File: config.mk
export PLATFORM = sky130hd
export DESIGN_NAME = dma_ctl_bank
export DESIGN_NICKNAME = d
export VERILOG_FILES = /design/src/rtl/dmacb_pkg.sv /design/src/rtl/dmacb_decode.sv /design/src/rtl/dmacb_chan.sv /design/src/rtl/dmacb_rmux.sv /design/src/rtl/dma_ctl_bank.sv
export SDC_FILE = /design/constraint.sdc
export NUM_CORES = 1
export LEC_CHECK = 0
export BUFFER_PORTS_ARGS = -buffer_cell sky130_fd_sc_hd__buf_2
export CORE_MARGIN = 10
export CORE_UTILIZATION = 40
export CTS_CLUSTER_SIZE = 25
export DETAILED_ROUTE_END_ITERATION = 12
export PLACE_DENSITY = 0.69
export SYNTH_ARGS = -nofsm -noshare
export SYNTH_HDL_FRONTEND = slang
export SYNTH_SLANG_ARGS = --single-unit
File: constraint.sdc
create_clock -name clk -period 3.6 [get_ports clk]
set_input_delay 0.54 -clock clk [delete_from_list [all_inputs] [get_ports clk]]
set_output_delay 0.54 -clock clk [all_outputs]
set_load 0.05 [all_outputs]
File: src/rtl/dmacb_pkg.sv
package dmacb_pkg;
   localparam int REG_W  = 8;
   localparam int B_FLAG = 7;
   localparam int B_CHN  = 3;
   localparam int B_KILL = 2;
   localparam int B_TRIG = 1;
   localparam int B_EN   = 0;

   typedef struct packed {
      logic             chain;
      logic             en;
      logic             flag;
   } dmacb_state_t;
endpackage

File: src/rtl/dmacb_decode.sv
module dmacb_decode #(
   parameter int NCH    = 4,
   parameter int AW     = 4,
   parameter int STRIDE = 2
) (
   input  logic           sel,
   input  logic           wr,
   input  logic [AW-1:0]  addr,
   output logic [NCH-1:0] wr_hit,
   output logic [NCH-1:0] rd_hit
);
   localparam bit POW2 = ((STRIDE & (STRIDE - 1)) == 0);
   localparam int LG   = (STRIDE > 1) ? $clog2(STRIDE) : 0;

   if (NCH * STRIDE > (1 << AW)) begin : g_bad_span
      $error("dmacb_decode: address window too small");
   end

   logic [NCH-1:0] hit;

   for (genvar i = 0; i < NCH; i++) begin : g_ch
      if (POW2) begin : g_shift
         assign hit[i] = (addr == (AW'(i) << LG));
      end else begin : g_mul
         assign hit[i] = (addr == AW'(i * STRIDE));
      end
      assign wr_hit[i] = sel & wr & hit[i];
      assign rd_hit[i] = sel & ~wr & hit[i];
   end
endmodule

File: src/rtl/dmacb_chan.sv
module dmacb_chan
   import dmacb_pkg::*;
(
   input  logic             clk,
   input  logic             rst_n,
   input  logic             wr_hit,
   input  logic             rd_hit,
   input  logic [REG_W-1:0] wdata,
   input  logic [REG_W-1:0] wmask,
   input  logic             done,
   input  logic             hw_req,
   input  logic             nmi_lvl,
   input  logic             nmi_rise,
   output logic             start_pulse,
   output logic             abort_pulse,
   output logic             en,
   output logic [REG_W-1:0] rd_val
);
   dmacb_state_t st_q, st_d;
   logic cmd_kill, cmd_trig, abort_now, clr_en;
   logic trig_ok, hw_ok, start_d;

   assign cmd_kill  = wr_hit & wmask[B_KILL] & wdata[B_KILL];
   assign cmd_trig  = wr_hit & wmask[B_TRIG] & wdata[B_TRIG];
   assign abort_now = cmd_kill | nmi_rise;
   assign clr_en    = abort_now | nmi_lvl;
   assign trig_ok   = cmd_trig & st_q.en & ~st_q.flag;
   assign hw_ok     = hw_req & st_q.en & (st_q.chain | ~st_q.flag);
   assign start_d   = (trig_ok | hw_ok) & ~clr_en;

   always_comb begin
      st_d = st_q;
      if (wr_hit && wmask[B_CHN]) st_d.chain = wdata[B_CHN];
      if (clr_en)                         st_d.en = 1'b0;
      else if (done && !st_q.chain)       st_d.en = 1'b0;
      else if (wr_hit && wmask[B_EN])     st_d.en = wdata[B_EN];
      if (done)        st_d.flag = 1'b1;
      else if (rd_hit) st_d.flag = 1'b0;
   end

   always_ff @(posedge clk) begin
      if (!rst_n) begin
         st_q        <= '0;
         start_pulse <= 1'b0;
         abort_pulse <= 1'b0;
      end else begin
         st_q        <= st_d;
         start_pulse <= start_d;
         abort_pulse <= abort_now;
      end
   end

   assign en = st_q.en;

   always_comb begin
      rd_val         = '0;
      rd_val[B_FLAG] = st_q.flag;
      rd_val[B_CHN]  = st_q.chain;
      rd_val[B_EN]   = st_q.en;
   end


   read_clears_flag_chk: assert property (@(posedge clk) disable iff (!rst_n)
      (rd_hit && !done) |=> !rd_val[B_FLAG]);

   done_sets_flag_chk: assert property (@(posedge clk) disable iff (!rst_n)
      done |=> rd_val[B_FLAG]);

   start_needs_enable_chk: assert property (@(posedge clk) disable iff (!rst_n)
      start_pulse |-> $past(en));

   abort_leaves_off_chk: assert property (@(posedge clk) disable iff (!rst_n)
      abort_pulse |-> (!en && !start_pulse));

   unchained_done_off_chk: assert property (@(posedge clk) disable iff (!rst_n)
      (done && !rd_val[B_CHN]) |=> !en);

   chained_done_keeps_chk: assert property (@(posedge clk) disable iff (!rst_n)
      (done && rd_val[B_CHN] && en && !wr_hit && !nmi_lvl && !nmi_rise) |=> en);

   chained_hw_start_chk: assert property (@(posedge clk) disable iff (!rst_n)
      (hw_req && en && rd_val[B_CHN] && !wr_hit && !nmi_lvl && !nmi_rise) |=> start_pulse);
endmodule

File: src/rtl/dmacb_rmux.sv
module dmacb_rmux
   import dmacb_pkg::*;
#(
   parameter int NCH = 4
) (
   input  logic [NCH-1:0]       rd_hit,
   input  logic [NCH*REG_W-1:0] vals,
   output logic [REG_W-1:0]     rdata
);
   always_comb begin
      rdata = '0;
      for (int i = 0; i < NCH; i++)
         rdata |= vals[i*REG_W +: REG_W] & {REG_W{rd_hit[i]}};
   end
endmodule

File: src/rtl/dma_ctl_bank.sv
module dma_ctl_bank
   import dmacb_pkg::*;
#(
   parameter int NCH    = 4,
   parameter int AW     = 4,
   parameter int STRIDE = 2
) (
   input  logic             clk,
   input  logic             rst_n,
   input  logic             bus_sel,
   input  logic             bus_wr,
   input  logic [AW-1:0]    bus_addr,
   input  logic [7:0]       bus_wdata,
   input  logic [7:0]       bus_wmask,
   output logic [7:0]       bus_rdata,
   input  logic [NCH-1:0]   xfer_done,
   input  logic [NCH-1:0]   hw_req,
   input  logic             nmi,
   output logic [NCH-1:0]   start_pulse,
   output logic [NCH-1:0]   abort_pulse,
   output logic [NCH-1:0]   chan_en
);
   if (NCH < 1) begin : g_bad_nch
      $error("dma_ctl_bank: NCH must be at least 1");
   end
   if (STRIDE < 1) begin : g_bad_stride
      $error("dma_ctl_bank: STRIDE must be at least 1");
   end

   logic [NCH-1:0]       wr_hit, rd_hit;
   logic [NCH*REG_W-1:0] vals;
   logic                 nmi_q, nmi_rise;

   always_ff @(posedge clk) begin
      if (!rst_n) nmi_q <= 1'b0;
      else        nmi_q <= nmi;
   end
   assign nmi_rise = nmi & ~nmi_q;

   dmacb_decode #(.NCH(NCH), .AW(AW), .STRIDE(STRIDE)) u_dec (
      .sel(bus_sel), .wr(bus_wr), .addr(bus_addr),
      .wr_hit(wr_hit), .rd_hit(rd_hit)
   );

   for (genvar i = 0; i < NCH; i++) begin : g_chan
      dmacb_chan u_ch (
         .clk(clk), .rst_n(rst_n),
         .wr_hit(wr_hit[i]), .rd_hit(rd_hit[i]),
         .wdata(bus_wdata), .wmask(bus_wmask),
         .done(xfer_done[i]), .hw_req(hw_req[i]),
         .nmi_lvl(nmi), .nmi_rise(nmi_rise),
         .start_pulse(start_pulse[i]), .abort_pulse(abort_pulse[i]),
         .en(chan_en[i]), .rd_val(vals[i*REG_W +: REG_W])
      );
   end

   dmacb_rmux #(.NCH(NCH)) u_rmux (.rd_hit(rd_hit), .vals(vals), .rdata(bus_rdata));


   nmi_aborts_all_chk: assert property (@(posedge clk) disable iff (!rst_n)
      $rose(nmi) |=> (&abort_pulse));

   nmi_holds_off_chk: assert property (@(posedge clk) disable iff (!rst_n)
      nmi |=> (chan_en == '0));

   single_select_chk: assert property (@(posedge clk) disable iff (!rst_n)
      $onehot0(wr_hit | rd_hit));
endmodule

== Yosys cells after proc, flatten, opt, wreduce, memory -nomap -nowiden ==
Cells that the tools add are included.
Storage, ports and cells
  register bits: 21
  input port bits: 33
  output and inout bits: 20
  logic and storage cells: 138
Cells by class
  equality and inequality tests: 3
  muxes and demuxes: 8
  bitwise operators: 81
  reductions and logical operators: 25
Operators with widths (number)
  1-bit bitwise AND: 47
  8-bit bitwise AND: 4
  8-bit OR: 3
  1-bit OR: 16
  1-bit logical AND: 12
  3-bit OR reduction: 4
  1-bit NOT: 11
  4-bit by 3-bit == test with 1-bit output (second input constant): 2
  1-bit two-way mux: 8
  2-bit nonzero test: 4
  4-bit by 2-bit == test with 1-bit output (second input constant): 1
  1-bit zero test: 4
  4-bit zero test: 1

== Depth between registers and ports, before layout ==
Gate-level depths: netlist of run 1.
  depth in word-level cells: 8
  depth in mapped cells: 5
  depth with buffers taken out: 3

== Cells and area by module ==
A second synthesis of run 1 with hierarchy kept.
Second synthesis, totals
  cells, all modules: 161
  area total of the unflattened synthesis: 1366.3 um2
By module, submodules not included
  dmacb_chan: instances 4, cells an instance 29, area an instance 266.5 um2, sequential area each 100.1 um2
  dmacb_rmux: instances 1, cells an instance 28, area an instance 170.2 um2, sequential area each 0.0 um2
  dmacb_decode: instances 1, cells an instance 14, area an instance 90.1 um2, sequential area each 0.0 um2
  dma_ctl_bank: instances 1, cells an instance 3, area an instance 40.0 um2, sequential area each 20.0 um2

== Least setup slack after synthesis of run 1 ==
Ideal clock, no wire load.
  kind: in2out
  start point: input bus_addr[3]
  end point: output bus_rdata[7]
  data arrival time: 1812 ps
  required time: 3060 ps
  path slack: 1248 ps
  cell stages on the path: 2
  buffers on the path: 0
  cell sequence: or4b_4 nor2b_1
Between the ends
  longest elaborated chain between the ends: 6
  elaborated cells between the ends (all ways): 15
  classes of those cells: eq/ne: 3; bitwise: 11; reduce/logical: 1
Ends and longest elaborated chain
  start: declaration: RTL line dma_ctl_bank.sv:12  | input logic [AW-1:0] bus_addr,
  4-bit by 2-bit == test with 1-bit output or 4-bit zero test (tied branches): RTL line dmacb_decode.sv:23  | assign hit[i] = (addr == (AW'(i) << LG));
  1-bit bitwise AND: RTL line dmacb_decode.sv:28  | assign rd_hit[i] = sel & ~wr & hit[i];
  8-bit bitwise AND: RTL line dmacb_rmux.sv:13  | rdata |= vals[i*REG_W +: REG_W] & {REG_W{rd_hit[i]}};
  8-bit OR (2 in a row): RTL line dmacb_rmux.sv:13
  8-bit OR *: RTL line dmacb_rmux.sv:13
  end: declaration: RTL line dma_ctl_bank.sv:15  | output logic [7:0] bus_rdata,
Mark *: on every way between the ends. The rest lies on a longest branch, timed or not.

== Worst setup path in the final report of run 1 ==
  start point: input bus_addr[3]
  end point: output bus_rdata[3]
Same word-level chain as after synthesis.

==> results of run 1 <==
-- Yosys cell counts --
| cell | count |
|---|---|
| dfxtp_1 | 21 |
| nor2b_1 | 5 |
| and4b_1 | 2 |
| clkbuf_2 | 1 |
| or4b_4 | 1 |
| o31ai_1 | 2 |
| a21oi_1 | 4 |
| buf_2 | 2 |
| inv_1 | 5 |
| nand4_1 | 3 |
| a2111oi_1 | 2 |
| nor4_1 | 1 |
| nand2_1 | 14 |
| buf_4 | 18 |
| and2_1 | 2 |
| clkbuf_1 | 1 |
| o21ai_0 | 6 |
| o21a_1 | 4 |
| and4bb_2 | 1 |
| a31oi_1 | 5 |
| mux2i_1 | 4 |
| mux4_2 | 3 |
| a2111oi_0 | 2 |
| a41oi_1 | 1 |
| nand4b_1 | 1 |
| o41ai_1 | 2 |
| nor3_1 | 2 |
| nand2b_1 | 3 |
| o31a_1 | 1 |
| and2b_1 | 2 |
| nand3_1 | 4 |
| conb_1 | 1 |
| a21boi_0 | 3 |
| a2111oi_2 | 1 |
| and2_0 | 1 |
| nor2_1 | 1 |
| nand4bb_1 | 1 |
-- power breakdown --
part | switching, mW | internal, mW | total (mW)
Clock | 0.0772 | 0.0416 | 0.119
Sequential | 0.00357 | 0.239 | 0.242
Combinational | 0.0535 | 0.0261 | 0.0796
-- sequential cells by signal, summed over array words and instances (netlist names) --
name and flops:
g_chan.u_ch.en 4, nmi_q 1, g_chan.u_ch.abort_pulse 4, g_chan.u_ch.rd_val 8, g_chan.u_ch.start_pulse 4
-- final timing paths --
path	end	depth (start not counted)	start	slack (ns)
setup reg to reg	g_chan[0].u_ch.start_pulse	2	g_chan[0].u_ch.rd_val[3]	2.58
hold reg to reg	g_chan[3].u_ch.start_pulse	1	g_chan[3].u_ch.rd_val[7]	0.49
setup / recovery	bus_rdata[3]	4	bus_addr[3]	1.32
hold / removal	g_chan[0].u_ch.en	2	xfer_done[0]	0.42
-- kinds of logic after synthesis --
family                 after synthesis  share of synthesized area, %
AND/OR/NAND/NOR                     44                          21.7
flip-flops                          21                          35.0
buffers and inverters               27                          14.4
other                                1                         0.312
multiplexers                         7                          8.95
AO/OA/AOI/OAI                       33                          19.7
-- final cells by class --
class	instances	area share (%)
clock buffers	3	1.70
clock inverters	1	0.378
inverters	5	1.42
multi-input cells	89	47.1
flip-flops and latches	21	31.7
well taps	31	2.93
repair buffers	39	14.7
-- stage by stage --
step	cell area [sq um]	utilization [%]
after floorplan	1220	-
after global placement	1300	46.3
after detailed placement	1300	46.3
after CTS	1330	47.2
after global routing	1330	47.2
final	1330	47.2
-- metal layers --
metal	routed length [um]	up-vias	GRT usage [%]
li1	-	519	-
met1	1390	489	14.4
met2	1540	30	18.9
met3	233	6	4.07
met4	40	0	2.52
met5	0	-	0
==> flow_summary.yaml, run 1 <==
outcome:
  status: "finished, final reports clean"
grt:
  grt_start_max_net_pins: 16
  grt.total_usage_pct: 11.6
  grt_pass1_vias: 1043
  gr-total-overflow: 0
  antenna_found_initial: 0
  grt_pass1_wl_um: 5180
place:
  pre_cts_ws_ns: 1.32
  place_congestion: 0.886
  dp.cells: 185
  dp_hpwl_um: 2550
  portBuffers: 39
route:
  vias: 1044
  first_pass_iters: 4
  remaining_drc_errors: 0
  via_per_inst: 5.52
  routed_wl_um: 3200
  antenna_left: 0
  drtIter0Drc: 51
  detail_route.wl_per_cell_um: 16.9
clocking:
  htreeDepth: 1
  cts.sinks: 21
  clk_path_buf_depth: 2
  postCtsHoldBufs: 0
  ctsResizeCount: 0
  clk_pin_slew_ns: 0.12
  cts_tree: "yes"
  cts-buffers-inserted: 3
  root_buffer: "clkbuf_4"
  postCtsSetupBuffers: 0
  clock_latency_ns: 0.32
final_layout:
  layout.nets: 192
  layout-drive-gt1-share_pct: 31.0
  layout_common_cells: "buf_2 (39), dfxtp_1 (21), nand2_1 (14), o21ai_0 (6)"
  seq_area_sq_um: 420
  fill_cells: 290
  diodes: 0
  multiInputGateArea_sq_um: 624
  syn2layout_area_growth_pct: 10.2
  fin_cells: 189
  final_common_cell: "buf_2"
power:
  finalPower_mw: 0.441
  leakagePower_nw: 0.567
  ir_drop_mv: 0.146
  p_per_area_nw_per_um2: 333
worst_setup_path:
  endpoint_kind: "output port"
  crit_chain: "buf_2, or4b_4, and2b_1, buf_2"
  path_buf_inv: 2
  worst_path_dominant_cell_family: "simple AND/OR/NAND/NOR gates"
  crit_top_cell: "buf_2"
  cp.required_ns: 3.06
  critPathSlowestCell: "or4b_4"
  start_kind: "input pin"
  cp_max_fo: 7
  crit_path_max_incr_delay_ns: 0.59
  worstPathArrival_ns: 1.74
  path_class: "input pin to output port"
timing:
  rsz0062_at_grt: "no"
  fin_ws_ns: 1.32
  hold_viol: 0
  fmax_mhz: 439
  whs_ns: 0.424
  slew_viol_final: 0
  finalCriticalPeriod_ns: 2.28
  fin_tns_setup_ns: 0
  final.period_utilization_pct: 63.3
  skew_ns: 0.0103
  max_slew_margin_pct: 63.8
  setup_violations: 0
  worstMarginPinSlew_ns: 0.536
logic_synthesis:
  synth_area_leaders: "dfxtp_1 (35%), buf_4 (11%), mux4_2 (5.6%), nand2_1 (4.4%), mux2i_1 (3.3%)"
  yosys.area.top_type: "dfxtp_1"
  synth_seq_cells: 21
  syn_avg_cell_area_sq_um: 9.04
  synth_cell_types: 37
  syn_inst: 133
  syn_area_sq_um: 1200
  synth_top_area_share_pct: 35.0
  synth-warning-count: 0
  seq_area_frac_synth_pct: 35.0
floorplanning:
  fp.dieW_um: 74.8
  num_rows: 19
  start_util_pct: 42.9
  coreArea_sq_um: 2810
  dieArea_sq_um: 5600
  fp.dieH_um: 74.8
  ios: 53
flow_run:
  cap_viol_max_count: 0
min_path:
  hp-class: "input pin to register"
(Power assumes the default switching activity.)
==> run 2: changes to the inputs <==
--- a/config.mk
+++ b/config.mk
@@ -5,12 +5,13 @@
 export SDC_FILE = /design/constraint.sdc
 export NUM_CORES = 1
 export LEC_CHECK = 0
+export ABC_AREA = 1
 export BUFFER_PORTS_ARGS = -buffer_cell sky130_fd_sc_hd__buf_2
 export CORE_MARGIN = 10
 export CORE_UTILIZATION = 40
 export CTS_CLUSTER_SIZE = 25
 export DETAILED_ROUTE_END_ITERATION = 12
-export PLACE_DENSITY = 0.69
+export PLACE_DENSITY = 0.71
 export SYNTH_ARGS = -nofsm -noshare
 export SYNTH_HDL_FRONTEND = slang
 export SYNTH_SLANG_ARGS = --single-unit
==> constraint.sdc (replaced) <==
create_clock -name clk -period 2 [get_ports clk]
set_input_delay 0.3 -clock clk [delete_from_list [all_inputs] [get_ports clk]]
set_output_delay 0.3 -clock clk [all_outputs]
set_load 0.05 [all_outputs]
==> flow_summary.yaml, run 2 <==
outcome:
  status: "finished, final reports clean"
logic_synthesis:
  synth_seq_cells: 21
  synth_area_leaders: "dfxtp_1 (33%), nor2_1 (13%), nand2_1 (13%), buf_4 (10%), inv_1 (7.3%)"
  synth_flop_cell: "dfxtp_1"
  synth_cell_types: 21
  seq_area_frac_synth_pct: 32.8
  synth_common_cells: "nor2_1 (45), nand2_1 (43), inv_1 (25)"
  synthArstFlopShare_pct: 0
  synth_top_area_share_pct: 32.8
  syn_area_sq_um: 1280
  syn_inst: 200
  synth-warning-count: 0
  synth_edf_count: 0
  yosys.area.top_type: "dfxtp_1"
  syn_avg_cell_area_sq_um: 6.41
  synth.most_common_cell: "nor2_1"
final_layout:
  layout_common_cells: "nor2_1 (45), nand2_1 (43), buf_2 (39), inv_1 (25), dfxtp_1 (21)"
  layout-drive-gt1-share_pct: 22.8
  fin_cells: 272
  multiInputGateArea_sq_um: 624
  seq_area_sq_um: 420
  fill_cells: 356
  final_common_cell: "nor2_1"
  syn2layout_area_growth_pct: 11.1
  layout.nets: 262
  diodes: 0
  largest_register_ffs: 8
floorplanning:
  ios: 53
  num_rows: 20
  start_util_pct: 42.0
  coreArea_sq_um: 3050
  dieArea_sq_um: 5870
  fp.dieW_um: 76.6
  fp.dieH_um: 76.6
clocking:
  cts-buffers-inserted: 3
  clock_latency_ns: 0.30
  htreeDepth: 1
  postCtsHoldBufs: 0
  cts.sinks: 21
  clk_path_buf_depth: 2
  cts_tree: "yes"
  root_buffer: "clkbuf_4"
  clk_pin_slew_ns: 0.12
  postCtsSetupBuffers: 0
  ctsResizeCount: 0
timing:
  slew_viol_final: 0
  finalCriticalPeriod_ns: 1.69
  fin_tns_setup_ns: 0
  rsz0062_at_grt: "no"
  skew_ns: 0.00129
  hold_viol: 0
  fmax_mhz: 593
  setup_violations: 0
  final.period_utilization_pct: 84.4
worst_setup_path:
  path_class: "input pin to output port"
  worst_path_dominant_cell_family: "buffers and inverters"
  ff2ff_setup_slack_ns: 1.12
  cp.required_ns: 1.70
  path_buf_inv: 4
  start_kind: "input pin"
  crit_path_max_incr_delay_ns: 0.26
  crit_chain: "buf_2, inv_1, nand2_1, inv_1, nand3_1, nor2_1, nor2_1, nand3_1, buf_2"
  cp_max_fo: 6
  endpoint_kind: "output port"
  worstPathArrival_ns: 1.39
  critPathSlowestCell: "buf_2"
grt:
  grt.met3_usage_pct: 2.48
  gr-total-overflow: 0
  grt_pass1_wl_um: 5400
  antenna_found_initial: 0
  met2_usage_pct: 19.4
  grt_util_met1_pct: 12.1
  grt_start_max_net_pins: 16
  grt_pass1_vias: 1235
  grt.total_usage_pct: 10.7
  grt_busiest_layer: "met2"
route:
  detail_route.wl_per_cell_um: 11.9
  antenna_left: 0
  drtIter0Drc: 65
  routed_wl_um: 3240
  vias: 1236
  remaining_drc_errors: 0
  first_pass_iters: 4
  via_per_inst: 4.54
place:
  place_congestion: 0.883
  dp.cells: 268
  dp_hpwl_um: 2650
  portBuffers: 39
flow_run:
  cap_viol_max_count: 0
min_path:
  hp-class: "input pin to register"
power:
  leakagePower_nw: 0.693
  ir_drop_mv: 0.197
  p_per_area_nw_per_um2: 556
[run 2: changes by cell type after synthesis, moves of 4 or more]
cell,change
a21oi_1,+8
inv_1,+20
mux2i_1,-4
nand2_1,+29
nand4_1,+4
nor2_1,+44
nor2b_1,-5
o21a_1,-4
o21ai_0,-4
[run 2: power by group]
part | total, mW | leakage [nW] | internal [mW] | switching [mW]
combinational | 0.148 | 0.504 | 0.0415 | 0.107
sequential | 0.436 | 0.172 | 0.430 | 0.00584
clock | 0.208 | 0.0177 | 0.0746 | 0.134
total | 0.792 | 0.693 | 0.546 | 0.246
[run 2: per-stage QoR]
stage | total power [mW] | hold WS [ns] | utilization (%) | worst slack [ns] | cell area (sq um)
floorplan | 0.558 | 0.393 | - | 0.529 | 1300
finish | 0.792 | 0.208 | 46.6 | 0.313 | 1420
CTS | 0.802 | 0.203 | 46.6 | 0.320 | 1420
global placement | 0.591 | 0.467 | 45.7 | 0.320 | 1400
global route | 0.834 | 0.217 | 46.6 | 0.212 | 1420
detailed placement | 0.593 | 0.483 | 45.7 | 0.322 | 1400
[run 2: cell families after synthesis]
family                 count (synthesis)  synth area share, %
buffers and inverters                 46                 19.6
AOI/OAI and AO/OA                     21                 8.89
DFF                                   21                 32.8
other                                  1                0.293
and+or+nand+nor                      111                 38.4
[run 2: layer usage]
layer / wire length (um) / part of all wire (%)
met5: 0 / 0
met4: 47 / 1.5
met2: 1570 / 48
met3: 198 / 6.1
met1: 1420 / 44
[run 2: final timing paths]
path / from / to / cells after the start
worst min register to register: g_chan[0].u_ch.en / g_chan[0].u_ch.start_pulse / 2
worst max register to register: g_chan[1].u_ch.rd_val[3] / g_chan[1].u_ch.start_pulse / 4
worst min-delay path: xfer_done[2] / g_chan[2].u_ch.rd_val[7] / 3
worst max-delay path: bus_wr / bus_rdata[7] / 9
[run 2: final cells by class]
class,count,area share [%]
Multi-Input combinational cell,137,43.8
Sequential cell,21,29.5
Timing Repair Buffer,39,13.7
Inverter,27,7.12
Tap cell,44,3.87
Clock buffer,3,1.58
Clock inverter,1,0.351
[run 2: worst register-to-register path, cell delays in order, from the launching register on]
cell      delay (ns)
dfxtp_1         0.42
nand2_1         0.07
a211oi_1        0.19
nand2_1         0.08
nor2_1          0.08
